--- config.mk ---
export PLATFORM = sky130hd
export DESIGN_NAME = dbirq_bank
export DESIGN_NICKNAME = d
export VERILOG_FILES = /design/src/rtl/dbirq_pkg.sv /design/src/rtl/dbirq_sync.sv /design/src/rtl/dbirq_filter.sv /design/src/rtl/dbirq_regs.sv /design/src/rtl/dbirq_bank.sv
export SDC_FILE = /design/constraint.sdc
export NUM_CORES = 1
export LEC_CHECK = 0
export ABC_AREA = 1
export BUFFER_PORTS_ARGS = -buffer_cell sky130_fd_sc_hd__buf_4
export CAP_MARGIN = 20
export CORE_UTILIZATION = 35
export DETAILED_ROUTE_END_ITERATION = 10
export PLACE_DENSITY = 0.5
export SYNTH_ARGS = -nofsm -noshare
export SYNTH_HDL_FRONTEND = slang
export SYNTH_SLANG_ARGS = --single-unit
--- constraint.sdc ---
create_clock -name clk -period 2.5 [get_ports clk]
set_input_delay 0.375 -clock clk [delete_from_list [all_inputs] [get_ports clk]]
set_output_delay 0.375 -clock clk [all_outputs]
set_load 0.01 [all_outputs]
--- src/rtl/dbirq_pkg.sv ---
package dbirq_pkg;
   // Register byte offsets; software drivers depend on this layout.
   localparam int unsigned OFS_LEVEL    = 'h00;
   localparam int unsigned OFS_DMASK    = 'h04;
   localparam int unsigned OFS_POL      = 'h14;
   localparam int unsigned OFS_IE       = 'h18;
   localparam int unsigned OFS_RAW      = 'h1C;
   localparam int unsigned OFS_MSK      = 'h20;
   localparam int unsigned OFS_CLR      = 'h24;
   localparam int unsigned OFS_ARM      = 'h28;
   localparam int unsigned OFS_LIMIT0   = 'h40;
   localparam int unsigned LIMIT_STRIDE = 4;
endpackage

--- src/rtl/dbirq_sync.sv ---
module dbirq_sync #(
   parameter int unsigned STAGES = 2
) (
   input  logic clk,
   input  logic rst_n,
   input  logic d,
   output logic q
);
   generate
      if (STAGES == 0) begin : g_bypass
         assign q = d;
      end else begin : g_chain
         logic [STAGES-1:0] chain_q;
         always_ff @(posedge clk or negedge rst_n) begin
            if (!rst_n) chain_q <= '0;
            else if (STAGES == 1) chain_q <= d;
            else chain_q <= {chain_q[STAGES-2:0], d};
         end
         assign q = chain_q[STAGES-1];
      end
   endgenerate
endmodule

--- src/rtl/dbirq_filter.sv ---
module dbirq_filter #(
   parameter int unsigned CNT_W = 12
) (
   input  logic             clk,
   input  logic             rst_n,
   input  logic             tick,
   input  logic             sync_in,
   input  logic [CNT_W-1:0] limit,
   output logic             level
);
   logic [CNT_W-1:0] cnt_q;
   logic             prev_q;
   logic             level_q;
   logic [CNT_W:0]   eff_lim;
   logic [CNT_W:0]   cnt_inc;

   assign eff_lim = (limit == '0) ? (CNT_W+1)'(1) : {1'b0, limit};
   assign cnt_inc = {1'b0, cnt_q} + (CNT_W+1)'(1);

   always_ff @(posedge clk or negedge rst_n) begin
      if (!rst_n) begin
         cnt_q   <= '0;
         prev_q  <= 1'b0;
         level_q <= 1'b0;
      end else begin
         prev_q <= sync_in;
         if (sync_in != prev_q || sync_in == level_q) begin
            cnt_q <= '0;
         end else if (tick) begin
            if (cnt_inc >= eff_lim) begin
               level_q <= sync_in;
               cnt_q   <= '0;
            end else begin
               cnt_q <= cnt_inc[CNT_W-1:0];
            end
         end
      end
   end

   assign level = level_q;
endmodule

--- src/rtl/dbirq_regs.sv ---
module dbirq_regs
   import dbirq_pkg::*;
#(
   parameter int unsigned NUM_CH = 8,
   parameter int unsigned CNT_W  = 12,
   parameter int unsigned ADDR_W = 8,
   parameter int unsigned DATA_W = 32
) (
   input  logic                    clk,
   input  logic                    rst_n,
   input  logic                    bus_we,
   input  logic [ADDR_W-1:0]       bus_addr,
   input  logic [DATA_W-1:0]       bus_wdata,
   input  logic [NUM_CH-1:0]       level,
   output logic [DATA_W-1:0]       bus_rdata,
   output logic [NUM_CH*CNT_W-1:0] limit_flat,
   output logic [NUM_CH-1:0]       raw_q,
   output logic [NUM_CH-1:0]       arm_q,
   output logic [NUM_CH-1:0]       ie_q,
   output logic [NUM_CH-1:0]       dmask_q,
   output logic                    irq
);
   localparam logic [ADDR_W-1:0] A_LEVEL = ADDR_W'(OFS_LEVEL);
   localparam logic [ADDR_W-1:0] A_DMASK = ADDR_W'(OFS_DMASK);
   localparam logic [ADDR_W-1:0] A_POL   = ADDR_W'(OFS_POL);
   localparam logic [ADDR_W-1:0] A_IE    = ADDR_W'(OFS_IE);
   localparam logic [ADDR_W-1:0] A_RAW   = ADDR_W'(OFS_RAW);
   localparam logic [ADDR_W-1:0] A_MSK   = ADDR_W'(OFS_MSK);
   localparam logic [ADDR_W-1:0] A_CLR   = ADDR_W'(OFS_CLR);
   localparam logic [ADDR_W-1:0] A_ARM   = ADDR_W'(OFS_ARM);

   logic [NUM_CH-1:0] pol_q;
   logic [NUM_CH-1:0] wch;
   logic [NUM_CH-1:0] fire;
   logic [NUM_CH-1:0] raw_next;
   logic [NUM_CH-1:0] arm_next;
   logic [NUM_CH-1:0] lim_hit;
   logic              we_clr;
   logic              we_arm;

   assign wch    = bus_wdata[NUM_CH-1:0];
   assign we_clr = bus_we && (bus_addr == A_CLR);
   assign we_arm = bus_we && (bus_addr == A_ARM);

   always_comb begin
      fire     = arm_q & ~(level ^ pol_q);
      raw_next = raw_q;
      if (we_clr) raw_next = raw_next & ~wch;
      raw_next = raw_next | fire;
      arm_next = we_arm ? wch : (arm_q & ~fire);
   end

   always_ff @(posedge clk or negedge rst_n) begin
      if (!rst_n) begin
         dmask_q <= '0;
         pol_q   <= '0;
         ie_q    <= '0;
         raw_q   <= '0;
         arm_q   <= '0;
      end else begin
         if (bus_we && bus_addr == A_DMASK) dmask_q <= wch;
         if (bus_we && bus_addr == A_POL)   pol_q   <= wch;
         if (bus_we && bus_addr == A_IE)    ie_q    <= wch;
         raw_q <= raw_next;
         arm_q <= arm_next;
      end
   end

   generate
      for (genvar i = 0; i < NUM_CH; i++) begin : g_lim
         localparam logic [ADDR_W-1:0] A_LIM = ADDR_W'(OFS_LIMIT0 + LIMIT_STRIDE * i);
         logic [CNT_W-1:0] lim_q;
         always_ff @(posedge clk or negedge rst_n) begin
            if (!rst_n) lim_q <= '0;
            else if (bus_we && bus_addr == A_LIM) lim_q <= bus_wdata[CNT_W-1:0];
         end
         assign limit_flat[i*CNT_W +: CNT_W] = lim_q;
         assign lim_hit[i] = (bus_addr == A_LIM);
      end
   endgenerate

   always_comb begin
      bus_rdata = '0;
      case (bus_addr)
         A_LEVEL: bus_rdata[NUM_CH-1:0] = level & dmask_q;
         A_DMASK: bus_rdata[NUM_CH-1:0] = dmask_q;
         A_POL:   bus_rdata[NUM_CH-1:0] = pol_q;
         A_IE:    bus_rdata[NUM_CH-1:0] = ie_q;
         A_RAW:   bus_rdata[NUM_CH-1:0] = raw_q;
         A_MSK:   bus_rdata[NUM_CH-1:0] = raw_q & ie_q;
         A_ARM:   bus_rdata[NUM_CH-1:0] = arm_q;
         default: begin
            for (int i = 0; i < NUM_CH; i++) begin
               if (lim_hit[i]) bus_rdata[CNT_W-1:0] = limit_flat[i*CNT_W +: CNT_W];
            end
         end
      endcase
   end

   assign irq = |(raw_q & ie_q);
endmodule

--- src/rtl/dbirq_bank.sv ---
module dbirq_bank
   import dbirq_pkg::*;
#(
   parameter int unsigned NUM_CH      = 8,
   parameter int unsigned CNT_W       = 12,
   parameter int unsigned ADDR_W      = 8,
   parameter int unsigned DATA_W      = 32,
   parameter int unsigned SYNC_STAGES = 2
) (
   input  logic              clk,
   input  logic              rst_n,
   input  logic              ms_tick,
   input  logic [NUM_CH-1:0] pin_in,
   input  logic              bus_we,
   input  logic [ADDR_W-1:0] bus_addr,
   input  logic [DATA_W-1:0] bus_wdata,
   output logic [DATA_W-1:0] bus_rdata,
   output logic              irq
);
   localparam int unsigned MAP_END = OFS_LIMIT0 + LIMIT_STRIDE * NUM_CH;

   generate
      if (NUM_CH < 1 || NUM_CH > DATA_W) begin : g_bad_ch
         $error("dbirq_bank: NUM_CH must be 1..DATA_W");
      end
      if (CNT_W < 1 || CNT_W > DATA_W) begin : g_bad_cnt
         $error("dbirq_bank: CNT_W must be 1..DATA_W");
      end
      if (MAP_END > (1 << ADDR_W)) begin : g_bad_addr
         $error("dbirq_bank: ADDR_W too narrow for the register map");
      end
   endgenerate

   logic [NUM_CH-1:0]       sync_w;
   logic [NUM_CH-1:0]       level_w;
   logic [NUM_CH*CNT_W-1:0] limit_w;
   logic [NUM_CH-1:0]       raw_q;
   logic [NUM_CH-1:0]       arm_q;
   logic [NUM_CH-1:0]       ie_q;
   logic [NUM_CH-1:0]       dmask_q;

   generate
      for (genvar i = 0; i < NUM_CH; i++) begin : g_ch
         dbirq_sync #(.STAGES(SYNC_STAGES)) u_sync (
            .clk   (clk),
            .rst_n (rst_n),
            .d     (pin_in[i]),
            .q     (sync_w[i])
         );
         dbirq_filter #(.CNT_W(CNT_W)) u_filt (
            .clk     (clk),
            .rst_n   (rst_n),
            .tick    (ms_tick),
            .sync_in (sync_w[i]),
            .limit   (limit_w[i*CNT_W +: CNT_W]),
            .level   (level_w[i])
         );
      end
   endgenerate

   dbirq_regs #(
      .NUM_CH (NUM_CH),
      .CNT_W  (CNT_W),
      .ADDR_W (ADDR_W),
      .DATA_W (DATA_W)
   ) u_regs (
      .clk        (clk),
      .rst_n      (rst_n),
      .bus_we     (bus_we),
      .bus_addr   (bus_addr),
      .bus_wdata  (bus_wdata),
      .level      (level_w),
      .bus_rdata  (bus_rdata),
      .limit_flat (limit_w),
      .raw_q      (raw_q),
      .arm_q      (arm_q),
      .ie_q       (ie_q),
      .dmask_q    (dmask_q),
      .irq        (irq)
   );
endmodule

**After elaboration in Yosys (flattened, before gate mapping)**

Index checks and enable logic that the tools add are counted.

- $add $sub $neg: 8
- Mux-type cells: 44
- Magnitude comparators: 8
- Bitwise gates (word level): 18
- Reductions and logical operators: 48
- Equal/unequal tests: 31

Operators by type and width:

| cell | count |
|---|---|
| two-way mux 12 bit | 40 |
| adder 12 x 1 -> 13 bit (second input constant) | 8 |
| >= comparator 13 bit | 8 |
| logical NOT 12 bit | 8 |
| == test 8 x 7 -> 1 bit (second input constant) | 8 |
| one-hot mux 8 bit (7 select lines) | 1 |
| bitwise AND 8 bit | 5 |
| == test 8 x 5 -> 1 bit (second input constant) | 3 |
| == test 8 x 6 -> 1 bit (second input constant) | 3 |
| NOT 8 bit | 3 |
| AND reduction 3 bit | 8 |
| two-way mux 8 bit | 2 |
| nonzero test 2 bit | 8 |
| logical AND 1 bit | 13 |
| == test 1 bit | 8 |
| == test 8 x 3 -> 1 bit (second input constant) | 1 |
| logical NOT 8 bit | 1 |
| logical OR 1 bit | 8 |
| inequality test 1 bit | 8 |
| NOT 1 bit | 8 |
| OR 8 bit | 1 |
| OR reduction 8 bit | 1 |
| bitwise XOR 8 bit | 1 |
| OR reduction 7 bit | 1 |
| two-way mux 4 bit | 1 |

- Input port bits: 52
- Register bits: 264

**Logic depth before layout (Yosys ltp)**

Gate-level depths: netlist of the first run.

- Word-level depth: 10
- Mapped depth: 18
- Mapped depth without buffers: 18

**Modules after synthesis**

Synthesis of the first run repeated with hierarchy kept, for this count alone.

- Cell total of the unflattened synthesis: 2,270
- Area total of the unflattened synthesis: 17,775.8 um^2

By module, submodules not included:

| module | times used | cells each | sequential area each (um^2) | area each (um^2) |
|---|---|---|---|---|
| dbirq_filter (g_ch[0].u_filt ...) | 7 | 180 | 350.3 | 1,333.8 |
| dbirq_regs | 1 | 822 | 3,403.3 | 6,777.8 |
| dbirq_filter (g_ch[3].u_filt) | 1 | 172 | 350.3 | 1,261.2 |
| dbirq_sync | 8 | 2 | 50.0 | 50.0 |

**Worst setup path before layout of the first run**

No wires, ideal clock.

- Path type: register to register
- From: register g_ch[5].u_filt.cnt_q[0]
- To: register g_ch[5].u_filt.level_q
- Path slack: 0.173 ns
- Period minus slack after synthesis: 2.327 ns
- Buffers on the path: 1
- Setup time: 0.117 ns
- Stages on the path, launching flop included: 14
- Arrival: 2.210 ns
- Path through: dfrtp_1 ha_1 nand2_1 nor3_1 nand3_1 xor2_1 ha_1 a21oi_1 o211ai_1 nor2_1 nand3_1 buf_4 nand3_1 nand2_1

- Cells in the longest elaborated chain, start to end: 3

Ends and longest elaborated chain:

| item | RTL line | source |
|---|---|---|
| start, declared | dbirq_filter.sv:11 | `logic [CNT_W-1:0] cnt_q;` |
| start signal, assigned | dbirq_filter.sv:34 | `cnt_q <= cnt_inc[CNT_W-1:0];` |
| adder 12 x 1 -> 13 bit | dbirq_filter.sv:18 | `assign cnt_inc = {1'b0, cnt_q} + (CNT_W+1)'(1);` |
| >= comparator 13 bit | dbirq_filter.sv:30 | `if (cnt_inc >= eff_lim) begin` |
| AND reduction 3 bit (no line) | - |  |
| end signal, assigned | dbirq_filter.sv:31 | `level_q <= sync_in;` |
| end, declared | dbirq_filter.sv:13 | `logic level_q;` |

Every way passes these cells.
A chain may end at the register's enable or synchronous reset.

**Worst setup path after layout of the first run**

- From: register g_ch[4].u_filt.cnt_q[0]
- To: register g_ch[4].u_filt.level_q

- Cells in the longest elaborated chain, start to end: 3

Ends and longest elaborated chain:

| item | RTL line |
|---|---|
| start, declared | dbirq_filter.sv:11 |
| start signal, assigned | dbirq_filter.sv:34 |
| adder 12 x 1 -> 13 bit | dbirq_filter.sv:18 |
| >= comparator 13 bit | dbirq_filter.sv:30 |
| AND reduction 3 bit (no line) | - |
| end signal, assigned | dbirq_filter.sv:31 |
| end, declared | dbirq_filter.sv:13 |

Every way passes these cells.

==> results of run 1 <==
[Yosys cell counts (all sizes together) (13+ instances only)]
master	count
xnor2	16
nor2	178
a21oi	59
o22ai	50
o21ai	187
ha	104
nand2	616
nor3	25
nand4	83
clkbuf	13
buf	58
xor2	60
dfrtp	264
inv	313
nand3	116
[how the worst max path moves through the flow]
stage	startpoint	end	slack (ps)	cells past startpoint
finish	g_ch[4].u_filt.cnt_q[0]	g_ch[4].u_filt.level	10	15
floorplan	g_ch[5].u_filt.cnt_q[0]	g_ch[5].u_filt.level	170	13
CTS	g_ch[4].u_filt.cnt_q[0]	g_ch[4].u_filt.level	20	18
detailed placement	g_ch[5].u_filt.cnt_q[1]	g_ch[5].u_filt.cnt_q[1]	-40	12
global placement	g_ch[4].u_filt.cnt_q[0]	g_ch[4].u_filt.level	-40	18
global route	g_ch[4].u_filt.cnt_q[1]	g_ch[4].u_filt.level	-170	15
[report_power, final]
group	total, uW	switching [uW]	internal, uW	leakage (uW)
clock	5300	1980	3330	0.000599
combinational	3160	1870	1290	0.00567
sequential	4770	283	4480	0.00355
[sequential cells by signal, summed over array words and instances (netlist names)]
name and count:
g_ch.u_filt.cnt_q 96, u_regs.g_lim.lim_q 96, g_ch.u_sync.g_chain.chain_q 16, g_ch.u_filt.level 8, g_ch.u_filt.prev_q 8, u_regs.arm_q 8
u_regs.dmask_q 8, u_regs.ie_q 8, u_regs.pol_q 8, u_regs.raw_q 8
[layout make-up]
class / instances / area [um2] / area share
multi-input cells: 1581 / 9570 / 0.460
flip-flops and latches: 264 / 6610 / 0.318
repair buffers: 173 / 1460 / 0.0703
inverters: 315 / 1190 / 0.0574
clock buffers: 48 / 1010 / 0.0484
well taps: 607 / 759 / 0.0365
clock inverters: 14 / 195 / 0.00938
[layer usage]
metal  GRT usage  routed length (um)  vias to the layer above
met2       0.331               23600                      301
met5           0                   0                        -
met1       0.285               23400                     7123
met4      0.0607                1130                        0
met3      0.0249                1920                       64
li1            -                   -                     7502
[timing repair]
item                       4_1_cts  5_1_grt
pin swaps                        0       96
hold buffers                     9        0
hold endpoints to repair        28        0
setup buffers                    0       31
setup endpoints to repair       12      110
gates cloned                     0        7
resized for setup                5      224
[through the flow]
step                utilization  setup slack (ps)  instance area (um2)  instances  setup TNS (ps)
floorplan                     -               173                16700       2228               0
global placement          0.388             -38.4                18200       2893           -38.4
detailed placement        0.388             -37.8                18200       2893            -106
CTS                       0.416              19.5                19500       2964               0
global route              0.445              -174                20800       3002           -3950
finish                    0.445              10.4                20800       3002               0
[cell families after synthesis]
logic type                 share of synthesized area
AOI/OAI and AO/OA                              0.113
xor gates and xnor gates                      0.0399
adders and majority gates                     0.0781
buffers and inverters                         0.0949
DFF                                            0.396
other                                       0.000225
and+or+nand+nor                                0.278
==> metrics.md, run 1 <==
| Metric | Value |
|---|---|
| Core box area | `46800 um2` |
| Tcrit/Tclk final | `0.996` |
| Yosys top cell area share | `0.396` |
| Design Power | `13200 uW` |
| Die Width | `220 um` |
| Global-route wire length before repair | `77.2 mm` |
| Rel. slew slack | `0.454` |
| Initial antenna violation count | `0` |
| Crit-path leading delay family | `simple AND/OR/NAND/NOR gates` |
| Synth top area cells | `dfrtp_1 (40%), nand2_1 (14%), ha_1 (7.8%)` |
| Top-Level Pins | `85` |
| Crit path launch type | `flip-flop` |
| Via count | `15000` |
| Pin count of the biggest net entering global routing | `67` |
| Routed WL | `50.0 mm` |
| Commonest non-fill, non-tap cells in the layout | `nand2_1 (588), inv_1 (283), dfrtp_1 (261), o21ai_1 (147), buf_4 (146)` |
| Yosys top cell by area | `dfrtp_1` |
| Leak | `0.00982 uW` |
| WP data arrival | `2920 ps` |
| Asr flop ratio synth | `1.00` |
| Number of synthesized flops with an enable pin | `0` |
| Most frequent CP cell | `nand3_2` |
| Post-detailed-route count of antenna-violating nets | `0` |
| Finish-stage setup viols | `0` |
| Fin Clk Skew | `9.47 ps` |
| Routability cong. | `0.898` |
| DP Wirelength | `35.6 mm` |
| Critical path peak fanout | `6` |
| Distinct cells, synth | `45` |
| Hold Path Class | `in -> async` |
| Max-cap violations | `0` |
| Reg2reg start | `g_ch[4].u_filt.cnt_q[0]` |
| Area growth from synthesis to layout | `24.8%` |
| CTS tree | `yes` |
| PortBufs | `44` |
| GRT Util Overall | `0.205` |
| Clk sinks | `264` |
| Final min period | `2490 ps` |
| Most common cell after layout, fill and taps aside | `nand2_1` |
| Hold Slack | `292 ps` |
| Starting Density | `0.357` |
| WP data required | `2930 ps` |
| Crit path kind | `reg -> reg` |
| Clk slew on worst S/H paths | `60 ps` |
| Reg2Reg Depth | `15` |
| Synth Cell Area | `16700 um2` |
| Die area | `48500 um2` |
| Crit end category | `flip-flop` |
| Crit path cell chain | `ha_2 > nand2_2 > nor2_4 > nand2_2 > nor2_4 > nand3_2 > xnor2_2 > ha_1 > a21oi_1 > o211ai_1 > nor2_1 > nand3_2 > buf_6 > nand3_2 > nand2_1` |
| Mapped Cells | `2209` |
| Longest Clk Path Bufs | `3` |
| PwrDens | `636 nW/um2` |
| Vias per cell | `4.99` |
| Number of DRC markers in iteration 0 | `1046` |
| Clock latency on the worst-skew pair | `540 ps` |
| CTS Buf Count | `34` |
| Slew @ Worst Pin | `818 ps` |
| Worst reg-to-reg setup slack | `10 ps` |
| Share of layout cells above drive strength 1 | `0.198` |
| Seq/Total Area, Yosys | `0.396` |
| Crit path largest cell delay | `370 ps` |
| Reg2reg end | `g_ch[4].u_filt.level` |
| CP Buf/Inv Count | `1` |
| Peak Freq | `402 MHz` |
| Die Ht | `220 um` |
| Initial DRT Pass Iterations | `8` |
| CP max stage cell | `dfrtp_1` |
| Violated checks | `DRC` |
| RSZ-0062 raised after global routing | `true` |
| Avg Cell Area, Syn | `7.55 um2` |
| Worst vdd ir | `0.538 mV` |
| Clock Tree Root | `clkbuf_16` |
| Drt wl/cell | `16.6 um` |
| H-tree depth | `2` |
| Vias in the first global route | `14200` |
| Nets | `2525` |
| Status | `finished with violations` |
| Top_reg_cell synth | `dfrtp_1` |
| Final hold vios | `0` |
| #FFs+latches synth | `264` |
| # diodes | `0` |
| Final Slew Violations | `0` |
| Total congestion overflow | `0` |
| Yosys Warn Count | `0` |
| Num rows | `79` |
| Fillers | `4666` |
| Drt drc | `4` |
(Power assumes the default switching activity.)
==> inputs of run 2 (changes only) <==
Settings changed: CELL_PAD_IN_SITES_DETAIL_PLACEMENT set to 1, CELL_PAD_IN_SITES_GLOBAL_PLACEMENT set to 2, PLACE_DENSITY 0.5 to 0.77.
==> metrics.md, run 2 (synthesis gave the netlist of run 1 again) <==
| Metric | Value |
|---|---|
| Die Width | `220 um (unchanged)` |
| Multi-input gate area | `9960 um2 (+4.0%)` |
| Post-Route Setup TNS | `-222 ps (-222 ps)` |
| Max-cap violations | `0 (unchanged)` |
| Final hold vios | `0 (unchanged)` |
| Share of layout cells above drive strength 1 | `0.236 (+0.0376)` |
| RSZ-0062 raised after global routing | `true` |
| CTS Buf Count | `35 (+2.9%)` |
| Initial DRT Pass Iterations | `7 (-1)` |
| Clock Tree Root | `clkbuf_16` |
| Peak Freq | `392 MHz (-2.3%)` |
| Crit path kind | `reg -> reg` |
| Fin cells | `3036 (+1.1%)` |
| Crit path largest cell delay | `370 ps (about the same)` |
| Routed WL | `56.8 mm (+14%)` |
| Most common cell after layout, fill and taps aside | `nand2_1` |
| Slew @ Worst Pin | `858 ps (+39.8 ps)` |
| Tcrit/Tclk final | `1.02 (+0.0237)` |
| Area growth from synthesis to layout | `28.9%` |
| Largest regs | `g_ch.u_filt.cnt_q (96), u_regs.g_lim.lim_q (96), g_ch.u_sync.g_chain.chain_q (16)` |
| Clk slew on worst S/H paths | `50 ps (about the same)` |
| Crit path cell chain | `ha_2 > nand2_2 > nor2_4 > nand2_2 > nor2_4 > nand3_2 > xnor2_2 > ha_4 > a21oi_2 > o211ai_1 > nor2_2 > nand3_2 > buf_12 > nand3_2 > nand2_1` |
| Design Power | `13500 uW (+2.0%)` |
| DP Wirelength | `40.5 mm (+14%)` |
| Top-Level Pins | `85 (unchanged)` |
| Status | `finished with violations` |
| Critical Path Stages | `15 (unchanged)` |
| Final Slew Violations | `0 (unchanged)` |
| Setup ws final | `-49.0 ps (-59.4 ps)` |
| Crit end category | `flip-flop` |
| Crit path launch type | `flip-flop` |
| Starting Density | `0.357 (unchanged)` |
| Leak | `0.0100 uW (+2.1%)` |
| CP Buf/Inv Count | `1 (unchanged)` |
| Die Ht | `220 um (unchanged)` |
| Critical path peak fanout | `6 (unchanged)` |
| Worst vdd ir | `0.362 mV (-33%)` |
| # diodes | `0 (unchanged)` |
| Hold Path Class | `reg -> reg` |
| WP data required | `2940 ps (about the same)` |
| Reg2Reg Depth | `15 (unchanged)` |
| Drt wl/cell | `18.7 um (+12%)` |
| Via count | `15500 (+3.1%)` |
| Commonest non-fill, non-tap cells in the layout | `nand2_1 (566), inv_1 (274), dfrtp_1 (256), buf_4 (172), o21ai_1 (145)` |
| Num rows | `79 (unchanged)` |
| Nets | `2560 (+1.4%)` |
| PortBufs | `44 (unchanged)` |
| Final Util | `0.460 (+0.0146)` |
| CP max stage cell | `dfrtp_1` |
| Total congestion overflow | `0 (unchanged)` |
| Register area | `6620 um2 (about the same)` |
| Finish-stage setup viols | `10 (+10)` |
| Fillers | `5578 (+20%)` |
| Die area | `48500 um2 (unchanged)` |
| Number of DRC markers in iteration 0 | `700 (-33%)` |
| Fin Clk Skew | `15.3 ps (+5.80 ps)` |
| Vias in the first global route | `15900 (+12%)` |
| Hold Crit Depth | `0` |
| Routability cong. | `0.844 (-6.0%)` |
| Core box area | `46800 um2 (unchanged)` |
| Drt drc | `2 (-2)` |
| CTS tree | `yes` |
| Longest Clk Path Bufs | `3 (unchanged)` |
| H-tree depth | `2 (unchanged)` |
| Clock latency on the worst-skew pair | `550 ps (about the same)` |
| Violated checks | `DRC, setup timing` |
| Initial antenna violation count | `0 (unchanged)` |
| Vias per cell | `5.09 (+2.0%)` |
| Pin count of the biggest net entering global routing | `51 (-24%)` |
| Most frequent CP cell | `nand3_2` |
| Post-detailed-route count of antenna-violating nets | `0 (unchanged)` |
| Global-route wire length before repair | `86.9 mm (+13%)` |
| GRT Util Overall | `0.230 (+0.0259)` |
| Rel. slew slack | `0.427 (-0.0265)` |
| WP data arrival | `2990 ps (+70 ps)` |
| Post-route cell area | `21500 um2 (+3.3%)` |
| Final min period | `2550 ps (+59.4 ps)` |
| Clk sinks | `264 (unchanged)` |
| Placed Cells | `2906 (+0.45%)` |
| PwrDens | `628 nW/um2 (-1.2%)` |
| Crit-path leading delay family | `simple AND/OR/NAND/NOR gates` |
| Worst reg-to-reg setup slack | `-50 ps (-60 ps)` |
| Placed cell area | `18300 um2 (+0.74%)` |
## run 2: power by group
part           total, uW  internal (uW)  switching (uW)
sequential          4800           4480             314
combinational       3450           1450            2000
clock               5250           3160            2100
total              13500           9090            4410
## run 2: timing repair
action                                  in CTS  in global routing
hold buffers                                 9                  0
hold endpoints to repair                    52                  0
resized for setup                           23                288
endpoints found under the setup margin      44                105
setup buffers                                9                 43
cloned                                       1                  6
pin swaps                                    6                108
## run 2: layer usage
layer | vias up | part of all wire | GRT usage | wire, um
met3 | 83 | 0.027 | 0.0304 | 1540
li1 | 7558 | - | - | -
met5 | - | 0 | 0 | 0
met2 | 175 | 0.49 | 0.393 | 28100
met4 | 0 | 0.030 | 0.0793 | 1700
met1 | 7643 | 0.45 | 0.299 | 25500
## run 2: path summary, 6_finish.rpt
check | end | startpoint
min in group asynchronous | g_ch[2].u_filt.cnt_q[0] | rst_n
worst max register to register | g_ch[4].u_filt.level | g_ch[4].u_filt.cnt_q[1]
worst max-delay path | g_ch[4].u_filt.level | g_ch[4].u_filt.cnt_q[1]
worst min-delay path | g_ch[4].u_sync.g_chain.chain_q[1] | g_ch[4].u_sync.g_chain.chain_q[0]
worst min register to register | g_ch[4].u_sync.g_chain.chain_q[1] | g_ch[4].u_sync.g_chain.chain_q[0]
max in group asynchronous | g_ch[5].u_filt.cnt_q[6] | rst_n
## run 2: final cells by class
type                            instances  area share
Clock inverter                         18      0.0103
Clock buffer                           44      0.0447
Inverter                              315      0.0551
Sequential cell                       264       0.308
Tap cell                              607      0.0353
Multi-Input combinational cell       1581       0.463
Timing Repair Buffer                  207      0.0832
## run 2: through the flow
stage | hold slack [ps] | worst slack, ps
3_5_place_dp | 336 | -103
6_report | 345 | -49.0
4_1_cts | 340 | -3.72
5_1_grt | 356 | -236
2_1_floorplan | 79.4 | 173
3_3_place_gp | 334 | 19.5
==> inputs of run 3 (changes only) <==
Settings changed: TNS_END_PERCENT set to 50.
==> metrics.md, run 3 (synthesis gave the netlist of run 1 again) <==
| Metric | Value |
|---|---|
| Global-route wire length before repair | `86.8 mm (-0.13%)` |
| Tcrit/Tclk final | `1.02 (about the same)` |
| Clock Tree Root | `clkbuf_16` |
| H-tree depth | `2 (unchanged)` |
| Most common cell after layout, fill and taps aside | `nand2_1` |
| Longest Clk Path Bufs | `3 (unchanged)` |
| Post-detailed-route count of antenna-violating nets | `0 (unchanged)` |
| Share of layout cells above drive strength 1 | `0.229 (-0.00713)` |
| Top-Level Pins | `85 (unchanged)` |
| Reg2reg end | `g_ch[4].u_filt.level` |
| Most frequent CP cell | `nand3_2` |
| Area growth from synthesis to layout | `28.0%` |
| Clk sinks | `264 (unchanged)` |
| CTS tree | `yes` |
| Total congestion overflow | `0 (unchanged)` |
| Placed cell area | `18300 um2 (unchanged)` |
| Setup ws final | `-47.0 ps (+1.94 ps)` |
| Routed WL | `56.6 mm (-0.37%)` |
| Worst reg-to-reg setup slack | `-50 ps (about the same)` |
| WP data required | `2940 ps (about the same)` |
| Initial DRT Pass Iterations | `7 (unchanged)` |
| Clock latency on the worst-skew pair | `550 ps (about the same)` |
| Pin count of the biggest net entering global routing | `51 (unchanged)` |
| Die Width | `220 um (unchanged)` |
| Post-route cell area | `21300 um2 (-0.69%)` |
| Crit path launch type | `flip-flop` |
| Placed Cells | `2906 (unchanged)` |
| Status | `finished with violations` |
| Drt drc | `2 (unchanged)` |
| Design Power | `13400 uW (-0.74%)` |
| Crit end category | `flip-flop` |
| Crit path largest cell delay | `370 ps (about the same)` |
| PwrDens | `628 nW/um2 (about the same)` |
| Commonest non-fill, non-tap cells in the layout | `nand2_1 (567), inv_1 (275), dfrtp_1 (256), buf_4 (173), o21ai_1 (144)` |
| Num rows | `79 (unchanged)` |
| # diodes | `0 (unchanged)` |
| Clk slew on worst S/H paths | `50 ps (about the same)` |
| Hold Path Class | `reg -> reg` |
| Fin Clk Skew | `15.5 ps (+0.246 ps)` |
| Slew @ Worst Pin | `854 ps (-4.20 ps)` |
| Die area | `48500 um2 (unchanged)` |
| Hold Startpoint | `g_ch[4].u_sync.g_chain.chain_q[0]` |
| CTS Buf Count | `35 (unchanged)` |
| GRT Util Overall | `0.230 (-0.000363)` |
| WP data arrival | `2990 ps (about the same)` |
| Reg2reg start | `g_ch[4].u_filt.cnt_q[1]` |
| Core box area | `46800 um2 (unchanged)` |
| Routability cong. | `0.844 (unchanged)` |
| Finish-stage setup viols | `12 (+2)` |
| Die Ht | `220 um (unchanged)` |
| PortBufs | `44 (unchanged)` |
| Nets | `2557 (-0.12%)` |
| Initial antenna violation count | `0 (unchanged)` |
| Vias in the first global route | `15900 (-0.050%)` |
| Final min period | `2550 ps (-1.94 ps)` |
| Critical path peak fanout | `6 (unchanged)` |
| Peak Freq | `393 MHz (about the same)` |
| Violated checks | `DRC, setup timing` |
| Worst vdd ir | `0.362 mV (about the same)` |
| Hold Crit Depth | `0 (unchanged)` |
| Final Slew Violations | `0 (unchanged)` |
| Rel. slew slack | `0.430 (+0.00280)` |
| DP Wirelength | `40.5 mm (unchanged)` |
| Starting Density | `0.357 (unchanged)` |
| Number of DRC markers in iteration 0 | `675 (-3.6%)` |
| RSZ-0062 raised after global routing | `true` |
| Largest regs | `g_ch.u_filt.cnt_q (96), u_regs.g_lim.lim_q (96), g_ch.u_sync.g_chain.chain_q (16)` |
| Reg2Reg Depth | `15 (unchanged)` |
| CP max stage cell | `dfrtp_1` |
| Crit path cell chain | `ha_2 > nand2_2 > nor2_4 > nand2_2 > nor2_4 > nand3_2 > xnor2_2 > ha_4 > a21oi_2 > o211ai_1 > nor2_2 > nand3_2 > buf_12 > nand3_2 > nand2_1` |
| Max-cap violations | `0 (unchanged)` |
| Final hold vios | `0 (unchanged)` |
| Hold Path Sink | `g_ch[4].u_sync.g_chain.chain_q[1]` |
| Via count | `15500 (+0.078%)` |
| Hold Slack | `345 ps (-0.260 ps)` |
| Crit path kind | `reg -> reg` |
| Fin cells | `3033 (-0.099%)` |
| Drt wl/cell | `18.7 um (-0.27%)` |
| Vias per cell | `5.10 (+0.18%)` |
| Dpl ws | `-103 ps (unchanged)` |
| Leak | `0.00995 uW (-0.82%)` |
-- run 3: changes by cell type in the layout (fill, tap and decap cells not counted), moves of 3 or more --
cell     delta
buf_6       -5
o21ai_0     +3
o22ai_1     +4
o22ai_2     -4
-- run 3: power by group --
group / internal (uW) / switching (uW) / total [uW] / leakage [uW]
sequential: 4480 / 314 / 4800 / 0.00354
combinational: 1390 / 1960 / 3350 / 0.00584
clock: 3160 / 2090 / 5250 / 0.000568
total: 9030 / 4360 / 13400 / 0.00995
-- run 3: through the flow --
stage	TNS [ps]	utilization
CTS	-19.6	0.422
global route	-6140	0.456
finish	-239	0.456
global placement	0	0.391
floorplan	0	-
detailed placement	-1060	0.391
-- run 3: how the worst max path moves through the flow --
stage               slack (ps)  cells past startpoint                    to               startpoint
CTS                        -20                     16  g_ch[0].u_filt.level  g_ch[0].u_filt.cnt_q[1]
finish                     -50                     15  g_ch[4].u_filt.level  g_ch[4].u_filt.cnt_q[1]
global route              -240                     16  g_ch[4].u_filt.level  g_ch[4].u_filt.cnt_q[1]
global placement            20                     15  g_ch[4].u_filt.level  g_ch[4].u_filt.cnt_q[0]
floorplan                  170                     13  g_ch[5].u_filt.level  g_ch[5].u_filt.cnt_q[0]
detailed placement        -100                     14  g_ch[6].u_filt.level  g_ch[6].u_filt.cnt_q[1]
-- run 3: layout make-up --
| cell class | instances | area (um2) |
|---|---|---|
| clock buffer | 44 | 961 |
| fill | 5592 | 25400 |
| multi-input combinational | 1581 | 9850 |
| inverter | 315 | 1180 |
| tap | 607 | 759 |
| sequential | 264 | 6620 |
| clock inverter | 18 | 221 |
| timing repair buffer | 204 | 1740 |
-- run 3: critical path: cells and delay by family, from the launching register on --
family          cells  cell delay, ps
flops               1             370
fa+ha+maj           2             450
compound gates      2             270
xor+xnor            1             250
simple gates        9             920
buf+inv             1             180
-- run 3: layer usage --
layer / vias up / track usage / wire length (um)
met2: 178 / 0.393 / 28000
li1: 7559 / - / -
met4: 0 / 0.0793 / 1670
met1: 7653 / 0.298 / 25500
met3: 81 / 0.0304 / 1470
met5: - / 0 / 0
-- run 3: repair_timing --
item                       CTS  global route
hold buffers                 9             0
buffers inserted             9            40
pin swaps                    5           107
setup endpoints to repair   44           105
cloned                       0             7
resized for setup           18           263
hold endpoints to repair    52             0
